`src/rtl/qpr_pkg.sv`:
```
package qpr_pkg;
  typedef enum logic [2:0] {
    ST_IDLE  = 3'd0,
    ST_CMD   = 3'd1,
    ST_READ  = 3'd2,
    ST_WRITE = 3'd3,
    ST_SKIP  = 3'd4
  } qpr_state_e;

  localparam logic [7:0] OPC_READ_DEF  = 8'h72;
  localparam logic [7:0] OPC_WRITE_DEF = 8'h42;
endpackage

```
`src/rtl/qpr_sync.sv`:
```
module qpr_sync #(
  parameter int          WIDTH   = 1,
  parameter int          STAGES  = 2,
  parameter logic [WIDTH-1:0] RST_VAL = '0
) (
  input  logic             clk,
  input  logic             rst,
  input  logic [WIDTH-1:0] d,
  output logic [WIDTH-1:0] q
);
  logic [WIDTH-1:0] stg [STAGES];

  generate
    for (genvar i = 0; i < STAGES; i++) begin : g_stage
      if (i == 0) begin : g_first
        always_ff @(posedge clk) begin
          if (rst) stg[0] <= RST_VAL;
          else     stg[0] <= d;
        end
      end else begin : g_next
        always_ff @(posedge clk) begin
          if (rst) stg[i] <= RST_VAL;
          else     stg[i] <= stg[i-1];
        end
      end
    end
  endgenerate

  assign q = stg[STAGES-1];
endmodule

```
`src/rtl/qpr_ctrl.sv`:
```
module qpr_ctrl
  import qpr_pkg::*;
#(
  parameter int         REG_BITS = 80,
  parameter int         NIB_W    = 4,
  parameter int         CMD_W    = 8,
  parameter logic [7:0] OPC_READ  = OPC_READ_DEF,
  parameter logic [7:0] OPC_WRITE = OPC_WRITE_DEF
) (
  input  logic                                    clk,
  input  logic                                    rst,
  input  logic                                    sclk_s,
  input  logic                                    sel_n_s,
  input  logic [NIB_W-1:0]                        dq_s,
  output qpr_state_e                              state_o,
  output logic [$clog2(REG_BITS/NIB_W+2)-1:0]     nib_cnt_o,
  output logic                                    load_o,
  output logic                                    step_o,
  output logic                                    commit_o,
  output logic [REG_BITS-1:0]                     shadow_o
);
  localparam int NIBBLES  = REG_BITS / NIB_W;
  localparam int CNT_W    = $clog2(NIBBLES + 2);
  localparam int CMD_NIBS = CMD_W / NIB_W;
  localparam logic [CNT_W-1:0] CNT_FULL = CNT_W'(NIBBLES);
  localparam logic [CNT_W-1:0] CNT_MAX  = CNT_W'(NIBBLES + 1);
  localparam logic [CNT_W-1:0] CNT_OPC  = CNT_W'(CMD_NIBS - 1);

  qpr_state_e          state_q;
  logic [CNT_W-1:0]    cnt_q;
  logic [CMD_W-1:0]    cmd_q;
  logic [REG_BITS-1:0] shadow_q;
  logic                sclk_d, sel_d;
  logic                rise, fall, sel_rise;
  logic [CMD_W-1:0]    opc_full;
  logic                opc_last;

  assign rise     = sclk_s & ~sclk_d;
  assign fall     = ~sclk_s & sclk_d;
  assign sel_rise = sel_n_s & ~sel_d;
  assign opc_full = {cmd_q[CMD_W-NIB_W-1:0], dq_s};
  assign opc_last = (state_q == ST_CMD) && rise && (cnt_q == CNT_OPC);

  // Edge history registers
  always_ff @(posedge clk) begin
    if (rst) begin
      sclk_d <= 1'b0;
      sel_d  <= 1'b1;
    end else begin
      sclk_d <= sclk_s;
      sel_d  <= sel_n_s;
    end
  end

  // Transaction sequencer
  always_ff @(posedge clk) begin
    if (rst) begin
      state_q  <= ST_IDLE;
      cnt_q    <= '0;
      cmd_q    <= '0;
      shadow_q <= '0;
    end else if (sel_n_s) begin
      state_q <= ST_IDLE;
      cnt_q   <= '0;
    end else begin
      unique case (state_q)
        ST_IDLE: begin
          state_q <= ST_CMD;
          cnt_q   <= '0;
        end
        ST_CMD: begin
          if (rise) begin
            cmd_q <= opc_full;
            if (opc_last) begin
              cnt_q <= '0;
              if (opc_full == OPC_READ)       state_q <= ST_READ;
              else if (opc_full == OPC_WRITE) state_q <= ST_WRITE;
              else                            state_q <= ST_SKIP;
            end else begin
              cnt_q <= cnt_q + 1'b1;
            end
          end
        end
        ST_READ: begin
          if (fall && cnt_q != CNT_MAX) cnt_q <= cnt_q + 1'b1;
        end
        ST_WRITE: begin
          if (rise) begin
            shadow_q <= {shadow_q[REG_BITS-NIB_W-1:0], dq_s};
            if (cnt_q != CNT_MAX) cnt_q <= cnt_q + 1'b1;
          end
        end
        default: begin
          state_q <= ST_SKIP;
        end
      endcase
    end
  end

  assign load_o    = opc_last && (opc_full == OPC_READ) && !sel_n_s;
  assign step_o    = fall && (state_q == ST_READ) && !sel_n_s;
  assign commit_o  = sel_rise && (state_q == ST_WRITE) && (cnt_q == CNT_FULL);
  assign shadow_o  = shadow_q;
  assign state_o   = state_q;
  assign nib_cnt_o = cnt_q;
endmodule

```
`src/rtl/qpr_rdshift.sv`:
```
module qpr_rdshift #(
  parameter int REG_BITS = 80,
  parameter int NIB_W    = 4
) (
  input  logic                clk,
  input  logic                rst,
  input  logic                load,
  input  logic                step,
  input  logic                release_i,
  input  logic [REG_BITS-1:0] src,
  output logic [NIB_W-1:0]    dq_o,
  output logic                oe_o
);
  logic [REG_BITS-1:0] sh_q;

  // Zeros enter from the bottom, so the stream pads itself once drained.
  always_ff @(posedge clk) begin
    if (rst) begin
      sh_q <= '0;
      dq_o <= '0;
      oe_o <= 1'b0;
    end else begin
      if (load) begin
        sh_q <= src;
      end else if (step) begin
        dq_o <= sh_q[REG_BITS-1 -: NIB_W];
        sh_q <= {sh_q[REG_BITS-NIB_W-1:0], {NIB_W{1'b0}}};
      end
      if (release_i)  oe_o <= 1'b0;
      else if (step)  oe_o <= 1'b1;
    end
  end
endmodule

```
`src/rtl/qpr_store.sv`:
```
module qpr_store #(
  parameter int REG_BITS = 80
) (
  input  logic                clk,
  input  logic                rst,
  input  logic                commit,
  input  logic [REG_BITS-1:0] wdata,
  output logic [REG_BITS-1:0] value
);
  always_ff @(posedge clk) begin
    if (rst)         value <= '1;
    else if (commit) value <= wdata;
  end
endmodule

```
`src/rtl/qio_prot_reg.sv`:
```
module qio_prot_reg
  import qpr_pkg::*;
#(
  parameter int         REG_BITS    = 80,
  parameter int         NIB_W       = 4,
  parameter int         CMD_W       = 8,
  parameter int         SYNC_STAGES = 2,
  parameter logic [7:0] OPC_READ    = OPC_READ_DEF,
  parameter logic [7:0] OPC_WRITE   = OPC_WRITE_DEF
) (
  input  logic                clk,
  input  logic                rst,
  input  logic                sclk,
  input  logic                sel_n,
  input  logic [NIB_W-1:0]    dq_in,
  output logic [NIB_W-1:0]    dq_out,
  output logic                dq_oe,
  output logic [REG_BITS-1:0] prot_bits
);
  localparam int NIBBLES = REG_BITS / NIB_W;
  localparam int CNT_W   = $clog2(NIBBLES + 2);
  localparam int SYN_W   = NIB_W + 2;

  logic [SYN_W-1:0]    syn_d, syn_q;
  logic                sclk_s, sel_n_s;
  logic [NIB_W-1:0]    dq_s;
  qpr_state_e          state;
  logic [CNT_W-1:0]    nib_cnt;
  logic                load, step, commit;
  logic [REG_BITS-1:0] shadow;

  assign syn_d = {sel_n, sclk, dq_in};

  qpr_sync #(
    .WIDTH  (SYN_W),
    .STAGES (SYNC_STAGES),
    .RST_VAL({1'b1, {(SYN_W-1){1'b0}}})
  ) u_sync (
    .clk(clk), .rst(rst), .d(syn_d), .q(syn_q)
  );

  assign sel_n_s = syn_q[SYN_W-1];
  assign sclk_s  = syn_q[SYN_W-2];
  assign dq_s    = syn_q[NIB_W-1:0];

  qpr_ctrl #(
    .REG_BITS(REG_BITS), .NIB_W(NIB_W), .CMD_W(CMD_W),
    .OPC_READ(OPC_READ), .OPC_WRITE(OPC_WRITE)
  ) u_ctrl (
    .clk(clk), .rst(rst), .sclk_s(sclk_s), .sel_n_s(sel_n_s), .dq_s(dq_s),
    .state_o(state), .nib_cnt_o(nib_cnt), .load_o(load), .step_o(step),
    .commit_o(commit), .shadow_o(shadow)
  );

  qpr_rdshift #(.REG_BITS(REG_BITS), .NIB_W(NIB_W)) u_rd (
    .clk(clk), .rst(rst), .load(load), .step(step), .release_i(sel_n_s),
    .src(prot_bits), .dq_o(dq_out), .oe_o(dq_oe)
  );

  qpr_store #(.REG_BITS(REG_BITS)) u_store (
    .clk(clk), .rst(rst), .commit(commit), .wdata(shadow), .value(prot_bits)
  );
endmodule

```
`config.mk`:
```
export PLATFORM = sky130hd
export DESIGN_NAME = qio_prot_reg
export DESIGN_NICKNAME = d
export VERILOG_FILES = /design/src/rtl/qpr_pkg.sv /design/src/rtl/qpr_sync.sv /design/src/rtl/qpr_ctrl.sv /design/src/rtl/qpr_rdshift.sv /design/src/rtl/qpr_store.sv /design/src/rtl/qio_prot_reg.sv
export SDC_FILE = /design/constraint.sdc
export NUM_CORES = 1
export LEC_CHECK = 0
export BUFFER_PORTS_ARGS = -buffer_cell sky130_fd_sc_hd__buf_4
export CORE_MARGIN = 2
export CORE_UTILIZATION = 55
export CTS_BUF_LIST = sky130_fd_sc_hd__clkbuf_8
export CTS_CLUSTER_SIZE = 12
export DETAILED_ROUTE_END_ITERATION = 8
export GPL_TIMING_DRIVEN = 0
export PLACE_DENSITY = 0.74
export SLEW_MARGIN = 0
export SYNTH_ARGS = -nofsm -noshare
export SYNTH_HDL_FRONTEND = slang
export SYNTH_SLANG_ARGS = --single-unit
```
`constraint.sdc`:
```
create_clock -name clk -period 6.1 [get_ports clk]
set_input_delay 1.525 -clock clk [delete_from_list [all_inputs] [get_ports clk]]
set_output_delay 1.525 -clock clk [all_outputs]
set_load 0.01 [all_outputs]
```
==> impl_metrics.sql <==
INSERT INTO impl_metrics (metric_group, metric, value, unit) VALUES
('status', 'status', 'finished clean', ''),
('timing', 'worstMarginPinSlew', '1.12', 'ns'),
('setup_path', 'worstPathMaxFanout', '10', ''),
('setup_path', 'worst_ep_required_time', '6.50', 'ns'),
('timing', 'final.min_clock_period', '3.18', 'ns'),
('floorplan', 'fp-row-count', '51', ''),
('timing', 'tns', '0', 'ns'),
('power', 'power-per-cell-area', '256', 'nW/µm²'),
('yosys', 'syn_nets', '1147', ''),
('clock_network', 'clock-root-buffer', 'sky130_fd_sc_hd__clkbuf_8', ''),
('setup_path', 'critPathKind', 'in -> reg', ''),
('setup_path', 'worst-endpoint-arrival', '3.58', 'ns'),
('yosys', 'ys.flop_type', 'sky130_fd_sc_hd__dfxtp_1', ''),
('floorplan', 'ios', '93', ''),
('grt', 'grt_antenna_before_repair', '0', ''),
('timing', 'timing.final.setup_violations', '0', ''),
('yosys', 'post_synth.cell_area_avg', '9.78', 'µm²'),
('layout', 'layout.nets', '1284', ''),
('clock_network', 'post-cts-setup-buffer-count', '0', ''),
('floorplan', 'floorplan.initialDensity', '56.5', '%'),
('clock_network', 'cts_hold_buf', '0', ''),
('hold_path', 'hold_path_class', 'reg -> reg', ''),
('routing', 'postRouteWirelength', '28700', 'µm'),
('run', 'maxCapViolCount', '0', ''),
('place', 'dpl.cell_count', '1493', ''),
('layout', 'fillerInstances', '1698', ''),
('setup_path', 'cpMostUsedCell', 'sky130_fd_sc_hd__clkbuf_1', ''),
('yosys', 'netlist_instances', '1136', ''),
('setup_path', 'crit_path_max_incr_delay', '0.77', 'ns'),
('clock_network', 'cts_tree', 'built', ''),
('floorplan', 'die_w', '146', 'µm'),
('yosys', 'synth_sequential_area_ratio', '48.9', '%'),
('yosys', 'asyncSetResetFlopFracSynth', '0', '%'),
('layout', 'layout.cells.most_common_list', 'sky130_fd_sc_hd__dfxtp_1, sky130_fd_sc_hd__a21oi_1, sky130_fd_sc_hd__nand2_1', ''),
('timing', 'finalWorstSetupSlack', '2.92', 'ns'),
('layout', 'antenna_diode_instance_count', '0', ''),
('clock_network', 'clkLatencyLatePin', '0.56', 'ns'),
('yosys', 'synth-seq-cells', '271', ''),
('setup_path', 'crit_path_cell_trace', 'clkbuf_1 > clkbuf_1 > clkbuf_1 > nor2_1', ''),
('layout', 'mostFrequentLayoutCell', 'sky130_fd_sc_hd__dfxtp_1', ''),
('clock_network', 'ctsLongestPathBuffers', '3', ''),
('power', 'switching_fraction_of_total_power', '22.0', '%'),
('routing', 'firstDrtPassIters', '5', ''),
('setup_path', 'endpoint_kind', 'flop', ''),
('yosys', 'synthTopCellsByArea', 'sky130_fd_sc_hd__dfxtp_1, sky130_fd_sc_hd__o211ai_2, sky130_fd_sc_hd__a21oi_1, sky130_fd_sc_hd__a211o_1, sky130_fd_sc_hd__a32oi_1', ''),
('yosys', 'yosys_warnings', '0', ''),
('grt', 'grt_remaining_overflow', '0', ''),
('setup_path', 'startpoint_type', 'input port', ''),
('timing', 'fin_crit_sh', '52.1', '%'),
('timing', 'fin_worst_skew', '0.0348', 'ns'),
('clock_network', 'htreeDepth', '2', ''),
('power', 'p_int', '2.59', 'mW'),
('routing', 'drc_errors', '0', ''),
('yosys', 'synth_largest_area_cell', 'sky130_fd_sc_hd__dfxtp_1', ''),
('routing', 'num_vias', '9259', ''),
('yosys', 'yosys.cell_types.count', '44', ''),
('grt', 'grt_start_max_net_pins', '12', ''),
('yosys', 'post-synth-top-area-fraction', '48.9', '%'),
('routing', 'drtIter0Drc', '768', ''),
('yosys', 'synth_edf_count', '0', ''),
('timing', 'timing.final.max_slew_violations', '0', ''),
('routing', 'avgViaCountPerCell', '5.92', ''),
('grt', 'grt_first_pass_wirelength', '46200', 'µm'),
('power', 'vdd_drop_max', '0.176', 'mV'),
('floorplan', 'core-area', '19700', 'µm²'),
('setup_path', 'cell_type_of_the_slowest_stage_on_the_worst_timing_path', 'sky130_fd_sc_hd__clkbuf_1', ''),
('setup_path', 'timing.reg2reg.setup_slack', '3.35', 'ns'),
('power', 'share_seq_of_total_power', '53.5', '%'),
('place', 'port-buffer-count', '91', ''),
('timing', 'timing_hold_violations_final', '0', ''),
('power', 'p_comb_share', '1.5', '%');
## worst max-delay path: cells and delay by family
kind / cells / cell delay [ns]
buffers and inverters: 3 / 1.95
and+or+nand+nor: 1 / 0.10
## cells by family after synthesis
group,Yosys count,share of synthesized area (%)
mux,4,0.361
flops,271,48.9
simple gates,311,13.9
xor+xnor,1,0.0789
compound gates,421,30.1
fa+ha+maj,3,0.338
buf+inv,125,6.37
## power groups by stage
stage | sequential, mW | clock [mW] | combinational (mW)
final | 1.78 | 1.49 | 0.0508
after global routing | 1.78 | 1.60 | 0.0550
after CTS | 1.78 | 1.51 | 0.0502
after detailed placement | 1.82 | 0 | 0.0501
after global placement | 1.82 | 0 | 0.0496
after floorplan | 1.81 | 0 | 0.0315
## registers in the layout, summed over array words and instances (netlist names)
signal	cells
u_sync.stg	12
u_rd.dq_o	4
u_rd.oe_o	1
u_ctrl.sel_d	1
u_rd.sh_q	80
u_ctrl.nib_cnt_o	5
u_store.value	80
u_ctrl.state_o	3
u_ctrl.sclk_d	1
u_ctrl.shadow_o	80
u_ctrl.cmd_q	4
## synth_stat cells (8+ instances only)
cell type	n
sky130_fd_sc_hd__dfxtp_1	271
sky130_fd_sc_hd__a21oi_1	169
sky130_fd_sc_hd__nand2_1	168
sky130_fd_sc_hd__nor2b_1	93
sky130_fd_sc_hd__a211o_1	80
sky130_fd_sc_hd__o211ai_2	80
sky130_fd_sc_hd__a32oi_1	77
sky130_fd_sc_hd__clkbuf_1	77
sky130_fd_sc_hd__buf_2	25
sky130_fd_sc_hd__nor2_1	11
sky130_fd_sc_hd__buf_12	9
sky130_fd_sc_hd__buf_6	8
## area by class of cell
type	instances	area, µm²	area share, %
clock buffers	55	757	5.84
well taps	265	332	2.56
repair buffers	92	694	5.36
clock inverters	16	72.6	0.560
multi-input cells	740	4980	38.4
inverters	6	22.5	0.174
plain buffers	119	684	5.28
flip-flops and latches	271	5430	41.8
## metrics by stage
stage | utilization, % | power, mW | cell area (µm²) | hold slack, ns
after CTS | 66.0 | 3.34 | 13000 | 0.412
after floorplan | - | 1.85 | 11100 | 0.389
after global placement | 61.7 | 1.86 | 12100 | 0.396
after global routing | 66.0 | 3.43 | 13000 | 0.430
final | 66.0 | 3.32 | 13000 | 0.410
after detailed placement | 61.7 | 1.87 | 12100 | 0.398
## metal layers
metal | track usage [%] | vias to the layer above | wire, µm
li1 | - | 4433 | -
met1 | 37.3 | 4520 | 13400
met2 | 40.7 | 248 | 13100
met3 | 4.50 | 58 | 1550
met4 | 8.59 | 0 | 742
met5 | 0 | - | 0
## final timing paths
check | cells past startpoint | to | from
worst min-delay path | 1 | u_sync.stg[1][5] | u_sync.stg[0][5]
worst max register to register | 9 | u_store.value[6] | u_ctrl.nib_cnt_o[0]
worst max-delay path | 4 | u_ctrl.cmd_q[3] | rst
worst min register to register | 1 | u_sync.stg[1][5] | u_sync.stg[0][5]
Note: power is estimated with default switching activity, not from simulation.
